**src/rtl/jib_pkg.sv**
```systemverilog
package jib_pkg;
    localparam int NUM_FC   = 16;
    localparam int FC_W     = $clog2(NUM_FC);
    localparam int WORD_W   = 16;
    localparam int ADDR_W   = 7;
    localparam int GAIN_W   = 5;
    localparam int DLY_W    = 5;

    // field positions, decoded by software
    localparam int GAIN_LSB = 11;
    localparam int INV_BIT  = 10;
    localparam int DLY_LSB  = 5;
    localparam int IV_BIT   = 4;
    localparam int FIP_BIT  = 0;

    // writable part of the word handed to a bank (bits 15:4)
    localparam int UPPER_W  = WORD_W - IV_BIT;

    localparam logic [ADDR_W-1:0] SEL_ADDR  = 7'h66;
    localparam logic [ADDR_W-1:0] INFO_ADDR = 7'h68;

    typedef enum logic {
        AC_IDLE = 1'b0,
        AC_RESP = 1'b1
    } acc_state_t;

    typedef enum logic {
        IV_PENDING = 1'b0,
        IV_VALID   = 1'b1
    } iv_state_t;

    typedef struct packed {
        logic [GAIN_W-1:0] gain;
        logic              inv;
        logic [DLY_W-1:0]  dly;
    } jack_fields_t;
endpackage

```
**src/rtl/jib_select_reg.sv**
```systemverilog
module jib_select_reg
    import jib_pkg::*;
(
    input  logic            clk,
    input  logic            por_n,
    input  logic            codec_rst_n,
    input  logic            wr_hit,
    input  logic [FC_W:0]   wdata,
    output logic [FC_W-1:0] fc,
    output logic            tip_ring
);
    always_ff @(posedge clk or negedge por_n) begin
        if (!por_n) begin
            fc       <= '0;
            tip_ring <= 1'b0;
        end else if (!codec_rst_n) begin
            fc       <= '0;
            tip_ring <= 1'b0;
        end else if (wr_hit) begin
            fc       <= wdata[FC_W:1];
            tip_ring <= wdata[0];
        end
    end


    sel_clear_chk: assert property (@(posedge clk) disable iff (!por_n)
        !codec_rst_n |=> (fc == '0) && !tip_ring);
endmodule

```
**src/rtl/jib_bank.sv**
```systemverilog
module jib_bank
    import jib_pkg::*;
#(
    parameter logic [DLY_W-1:0] DLY_RST = 5'd4
) (
    input  logic               clk,
    input  logic               por_n,
    input  logic               fip_eff,
    input  logic               wr_hit,
    input  logic [UPPER_W-1:0] wdata,
    input  logic               sense_hit,
    output logic [WORD_W-1:0]  word_o
);
    jack_fields_t fields;
    iv_state_t    iv_state;
    iv_state_t    iv_next;

    wire clr_req = wr_hit && fip_eff && wdata[0];

    // editable fields, power-on domain only
    always_ff @(posedge clk or negedge por_n) begin
        if (!por_n) begin
            fields.gain <= '0;
            fields.inv  <= 1'b0;
            fields.dly  <= DLY_RST;
        end else if (wr_hit && fip_eff) begin
            fields.gain <= wdata[GAIN_LSB-IV_BIT +: GAIN_W];
            fields.inv  <= wdata[INV_BIT-IV_BIT];
            fields.dly  <= wdata[DLY_LSB-IV_BIT +: DLY_W];
        end
    end

    // valid-flag state register
    always_ff @(posedge clk or negedge por_n) begin
        if (!por_n) iv_state <= IV_PENDING;
        else        iv_state <= iv_next;
    end

    // valid-flag transitions; sense completion wins over a clear
    always_comb begin
        iv_next = iv_state;
        unique case (iv_state)
            IV_PENDING: if (sense_hit) iv_next = IV_VALID;
            IV_VALID:   if (clr_req && !sense_hit) iv_next = IV_PENDING;
            default:    iv_next = IV_PENDING;
        endcase
    end

    // read view with gating
    always_comb begin
        word_o = '0;
        word_o[IV_BIT] = (iv_state == IV_VALID);
        if (fip_eff) begin
            word_o[GAIN_LSB +: GAIN_W] = fields.gain;
            word_o[INV_BIT]            = fields.inv;
            word_o[DLY_LSB +: DLY_W]   = fields.dly;
            word_o[FIP_BIT]            = 1'b1;
        end
    end


    set_wins_chk: assert property (@(posedge clk) disable iff (!por_n)
        sense_hit |=> iv_state == IV_VALID);

    gated_hold_chk: assert property (@(posedge clk) disable iff (!por_n)
        (wr_hit && !fip_eff) |=> $stable(fields));

    w0_keep_chk: assert property (@(posedge clk) disable iff (!por_n)
        (wr_hit && !wdata[0] && iv_state == IV_VALID) |=> iv_state == IV_VALID);

    ro_iv_chk: assert property (@(posedge clk) disable iff (!por_n)
        (!fip_eff && iv_state == IV_VALID) |=> iv_state == IV_VALID);

    idle_hold_chk: assert property (@(posedge clk) disable iff (!por_n)
        (!wr_hit && !sense_hit) |=> $stable(fields) && $stable(iv_state));
endmodule

```
**src/rtl/jib_access.sv**
```systemverilog
module jib_access
    import jib_pkg::*;
(
    input  logic              clk,
    input  logic              por_n,
    input  logic              codec_rst_n,
    input  logic              rd,
    input  logic [WORD_W-1:0] rd_word,
    output logic [WORD_W-1:0] rdata,
    output logic              rvalid
);
    acc_state_t state;
    acc_state_t state_next;

    always_ff @(posedge clk or negedge por_n) begin
        if (!por_n)            state <= AC_IDLE;
        else if (!codec_rst_n) state <= AC_IDLE;
        else                   state <= state_next;
    end

    always_comb begin
        state_next = state;
        unique case (state)
            AC_IDLE: if (rd) state_next = AC_RESP;
            AC_RESP: if (!rd) state_next = AC_IDLE;
            default: state_next = AC_IDLE;
        endcase
    end

    always_ff @(posedge clk or negedge por_n) begin
        if (!por_n)             rdata <= '0;
        else if (!codec_rst_n)  rdata <= '0;
        else if (rd)            rdata <= rd_word;
    end

    assign rvalid = (state == AC_RESP);


    rvalid_chk: assert property (@(posedge clk) disable iff (!por_n)
        (rd && codec_rst_n) |=> rvalid);

    no_rd_chk: assert property (@(posedge clk) disable iff (!por_n)
        !rd |=> !rvalid);
endmodule

```
**src/rtl/jack_info_bank.sv**
```systemverilog
module jack_info_bank
    import jib_pkg::*;
#(
    parameter logic [NUM_FC*DLY_W-1:0] DLY_DEFAULTS = {NUM_FC{5'd4}}
) (
    input  logic              clk,
    input  logic              por_n,
    input  logic              codec_rst_n,
    input  logic              reg_wr,
    input  logic              reg_rd,
    input  logic [ADDR_W-1:0] reg_addr,
    input  logic [WORD_W-1:0] reg_wdata,
    output logic [WORD_W-1:0] reg_rdata,
    output logic              reg_rvalid,
    input  logic [NUM_FC-1:0] func_cap,
    input  logic [NUM_FC-1:0] mono_mask,
    input  logic              sense_done,
    input  logic [FC_W-1:0]   sense_fc
);
    logic [FC_W-1:0]   sel_fc;
    logic              sel_tr;
    logic [NUM_FC-1:0] fip_eff;
    logic [WORD_W-1:0] bank_word [NUM_FC];
    logic [WORD_W-1:0] rd_word;

    wire sel_wr  = reg_wr && (reg_addr == SEL_ADDR);
    wire info_wr = reg_wr && (reg_addr == INFO_ADDR);

    jib_select_reg u_sel (
        .clk         (clk),
        .por_n       (por_n),
        .codec_rst_n (codec_rst_n),
        .wr_hit      (sel_wr),
        .wdata       (reg_wdata[FC_W:0]),
        .fc          (sel_fc),
        .tip_ring    (sel_tr)
    );

    for (genvar f = 0; f < NUM_FC; f++) begin : g_bank
        assign fip_eff[f] = func_cap[f] && !(mono_mask[f] && sel_tr);

        jib_bank #(
            .DLY_RST (DLY_DEFAULTS[f*DLY_W +: DLY_W])
        ) u_bank (
            .clk       (clk),
            .por_n     (por_n),
            .fip_eff   (fip_eff[f]),
            .wr_hit    (info_wr && (sel_fc == FC_W'(f))),
            .wdata     (reg_wdata[WORD_W-1:IV_BIT]),
            .sense_hit (sense_done && (sense_fc == FC_W'(f))),
            .word_o    (bank_word[f])
        );
    end

    always_comb begin
        rd_word = '0;
        if (reg_addr == INFO_ADDR)     rd_word = bank_word[sel_fc];
        else if (reg_addr == SEL_ADDR) rd_word[FC_W:0] = {sel_fc, sel_tr};
    end

    jib_access u_acc (
        .clk         (clk),
        .por_n       (por_n),
        .codec_rst_n (codec_rst_n),
        .rd          (reg_rd),
        .rd_word     (rd_word),
        .rdata       (reg_rdata),
        .rvalid      (reg_rvalid)
    );


    reserved_zero_chk: assert property (@(posedge clk) disable iff (!por_n)
        (reg_rd && reg_addr == INFO_ADDR && codec_rst_n) |=> reg_rdata[3:1] == 3'b000);
endmodule

```
**config.mk**
```make
export PLATFORM = sky130hd
export DESIGN_NAME = jack_info_bank
export DESIGN_NICKNAME = d
export VERILOG_FILES = /design/src/rtl/jib_pkg.sv /design/src/rtl/jib_select_reg.sv /design/src/rtl/jib_bank.sv /design/src/rtl/jib_access.sv /design/src/rtl/jack_info_bank.sv
export SDC_FILE = /design/constraint.sdc
export NUM_CORES = 1
export LEC_CHECK = 0
export BUFFER_PORTS_ARGS = -buffer_cell sky130_fd_sc_hd__buf_2
export CAP_MARGIN = 40
export CORE_MARGIN = 4
export CORE_UTILIZATION = 65
export CTS_CLUSTER_DIAMETER = 150
export DETAILED_ROUTE_END_ITERATION = 8
export PLACE_DENSITY = 0.85
export SLEW_MARGIN = 30
export SYNTH_ARGS = -nofsm -noshare
export SYNTH_HDL_FRONTEND = slang
export SYNTH_HIERARCHICAL = 1
export SYNTH_SLANG_ARGS = --single-unit
```
**constraint.sdc**
```tcl
create_clock -name clk -period 7.2 [get_ports clk]
set_input_delay 0.36 -clock clk [delete_from_list [all_inputs] [get_ports clk]]
set_output_delay 0.36 -clock clk [all_outputs]
set_load 0.01 [all_outputs]
```
==> results.sh <==
export IMPL_status="complete, no violations"
export IMPL_htreeDepth=1
export IMPL_fin_crit_sh_pct=41.3
export IMPL_min_from="reg_wdata[3]"
export IMPL_yosysTopAreaCell="dfrtp_1"
export IMPL_die_x_um=150
export IMPL_drt_wl_total_um=33200
export IMPL_synth_top_area_share_pct=37.6
export IMPL_dieHeight_um=150
export IMPL_grt_setup_unrepaired="false"
export IMPL_overflow=0
export IMPL_cts_resized=0
export IMPL_power_density_nw_per_um2=193
export IMPL_vdd_drop_max_mv=0.148
export IMPL_post_cts_setup_buffers=0
export IMPL_synth_area_leaders="dfrtp_1 38%, mux2_4 18%, mux4_2 13%, and2_1 7.6%, buf_4 4.6%"
export IMPL_grt_pass1_wl_um=50800
export IMPL_period_needed_ps=2970
export IMPL_viasPerCell=6.22
export IMPL_path_max_fanout=42
export IMPL_synth_compound_area_share_pct=2.54
export IMPL_yosys_warnings=6
export IMPL_fin_tns_setup_ps=0
export IMPL_critPathLaunchType="flip-flop"
export IMPL_area_growth_pct=6.83
export IMPL_muxShareOfSynthArea_pct=34.4
export IMPL_clock_latency_ps=520
export IMPL_drtIter0Drc=817
export IMPL_cts_path_max_buffers=3
export IMPL_critical_path_class="reg2reg"
export IMPL_relSlewSlack_pct=45.4
export IMPL_track_usage_pct=30.0
export IMPL_maxCapViolations=0
export IMPL_cp_slowest_stage_delay_ps=840
export IMPL_synth_cell_types=37
export IMPL_cts_buffers=24
export IMPL_crit_family="multiplexers"
export IMPL_tightest_slew_ps=817
export IMPL_finalPower_mw=2.72
export IMPL_antenna_found_initial=0
export IMPL_cts_hold_buffers=1
export IMPL_initial_core_util_pct=66.9
export IMPL_critPathCaptureType="flip-flop"
export IMPL_fin_nets=1088
export IMPL_whs_endpoint="u_sel/fc[2]"
export IMPL_synth_top_family_by_area="multiplexers"
export IMPL_yosysSeqAreaShare_pct=40.8
export IMPL_slew_violations=0
export IMPL_min_path_cells=3
export IMPL_grt_max_degree=86
export IMPL_tritoncts="yes"
export IMPL_syn_cell_area_um2=13200
export IMPL_gp_congestion=0.834
export IMPL_critPathBufInv=1
export IMPL_first_pass_iters=5
export IMPL_numPortBuffers=81
export IMPL_r2r_start="u_sel/fc[1]"
export IMPL_hold_class="in2reg"
export IMPL_avgSynthCellArea_um2=13.2
export IMPL_hold_viol=0
export IMPL_ioPinCount=82
export IMPL_postPlaceCellArea_um2=13200
export IMPL_pre_cts_slack_ps=4270
export IMPL_synthCells=1001
export IMPL_crit_path_top_delay_cell="dfrtp_2"
export IMPL_crit_chain="buf_4, mux4_2, mux4_2, nor2b_1, mux2i_1, nor2b_1"
export IMPL_fmax_mhz=337
export IMPL_setup_viol=0
export IMPL_grt_pass1_vias=8518
export IMPL_cts_sinks=214
export IMPL_die_area_um2=22600
export IMPL_drtAntennaViolNets=0
export IMPL_rr_worst_depth=6
export IMPL_diodes=0
export IMPL_row_count=51
export IMPL_critPathRequiredTime_ps=7600
export IMPL_arrival_ps=3370
export IMPL_finalInstanceArea_um2=14100
export IMPL_dp_hpwl_um=21000
export IMPL_synth_adder_area_share_pct=0
export IMPL_reg2reg_slack_ps=4230
export IMPL_cts_root_buf="clkbuf_16"
export IMPL_skew_ps=11.6
export IMPL_power_leakage_nw=6.88
export IMPL_yosys_area_share_simple_pct=14.0
export IMPL_drive_gt1_share_pct=43.4
export IMPL_ys_ff_latch=214
export IMPL_via_count=8118
export IMPL_detail_route_wl_per_cell_um=25.4
export IMPL_synthXorXnorAreaFrac_pct=0
export IMPL_r2r_end="u_acc/rdata[12]"
export IMPL_clkSlewWorstSetupHoldPaths_ps=60
export IMPL_drc_errors=0
export IMPL_fin_ws_ps=4230
export IMPL_core_um2=19700
layer usage:
| metal | part of all wire [%] | GRT usage [%] |
|---|---|---|
| met1 | 40 | 42.4 |
| met2 | 46 | 45.7 |
| met3 | 9.5 | 6.68 |
| met4 | 4.2 | 11.9 |
| met5 | 0 | 0 |
worst max-delay path by stage:
stage / cells after the start / to / from
after floorplan: 9 / u_acc/rdata[10] / u_sel/tip_ring
after global placement: 6 / u_acc/rdata[12] / u_sel/fc[0]
after detailed placement: 8 / g_bank[0].u_bank/fields[4] / reg_addr[4]
after CTS: 6 / u_acc/rdata[12] / u_sel/fc[1]
after global routing: 6 / u_acc/rdata[12] / u_sel/fc[1]
final: 6 / u_acc/rdata[12] / u_sel/fc[1]
registers in the layout (all words and copies together), names as in the netlist:
signal                  cells
g_bank.u_bank/fields      176
g_bank.u_bank/iv_state     16
u_acc/rdata                16
u_acc/rvalid                1
u_sel/fc                    4
u_sel/tip_ring              1
worst min-delay path: cells and delay by family:
| family | cells | cell delay [ps] |
|---|---|---|
| multiplexers | 1 | 60 |
| AND/OR/NAND/NOR | 1 | 100 |
| buffers and inverters | 1 | 80 |
cell usage in the layout, fill, tap and decap left out, drive strengths merged, types with 6 or more instances in the layout:
| master | netlist | final |
|---|---|---|
| a21boi | 16 | 16 |
| mux4 | 75 | 75 |
| buf | 111 | 104 |
| clkbuf | 30 | 34 |
| nor2 | 24 | 24 |
| a21o | 16 | 16 |
| and2 | 178 | 178 |
| nor2b | 33 | 33 |
| nor3b | 6 | 6 |
| nor3 | 8 | 8 |
| conb | 16 | 48 |
| mux2i | 21 | 21 |
| dfstp | 16 | 16 |
| dfrtp | 198 | 198 |
| nand2 | 25 | 25 |
| nand3 | 18 | 18 |
| mux2 | 181 | 181 |
cell families after synthesis:
family                 after synthesis
AOI/OAI and AO/OA                   47
other                               16
and+or+nand+nor                    305
muxes                              277
DFF                                214
buffers and inverters              142
through the flow:
step	std cells	hold WS, ps	utilization (%)
4_1_cts	1306	110	71.4
3_5_place_dp	1261	418	67.1
2_1_floorplan	1033	64.4	-
6_report	1306	117	71.4
5_1_grt	1306	164	71.4
3_3_place_gp	1260	406	66.9
where the power goes:
part	switching (mW)	internal, mW	leakage (nW)
clock network	0.503	0.813	0.410
logic	0.105	0.0646	3.60
registers	0.0118	1.22	2.87
total	0.620	2.10	6.88
cell type report:
type	instances	area [um^2]
clock buffers	34	689
clock inverters	10	163
fillers	1245	5630
inverters	1	3.75
multi-input cells	677	6900
flip-flops and latches	214	5380
well taps	265	332
repair buffers	105	622
cells in the mapped netlist:
master / instances
dfrtp_1: 198
and2_1: 161
mux2_4: 160
buf_4: 81
mux4_2: 75
nor2b_1: 33
clkbuf_1: 30
nor2_1: 24
buf_6: 23
mux2_2: 21
mux2i_1: 21
nand3_1: 18
and2_2: 17
a21boi_0: 16
a21o_1: 16
conb_1: 16
dfstp_2: 16
nand2_2: 16
nand2_1: 9
nor3_1: 8
buf_2: 6
a21oi_1: 5
nor3b_1: 5
nand3b_1: 4
a32o_1: 3
nand2b_1: 3
o21ai_1: 3
a31oi_1: 2
and3_1: 2
o22ai_1: 2
and3b_1: 1
buf_12: 1
inv_2: 1
nor3b_2: 1
nor4bb_1: 1
or3b_1: 1
or3b_2: 1
Note: power is estimated with default switching activity, not from simulation.
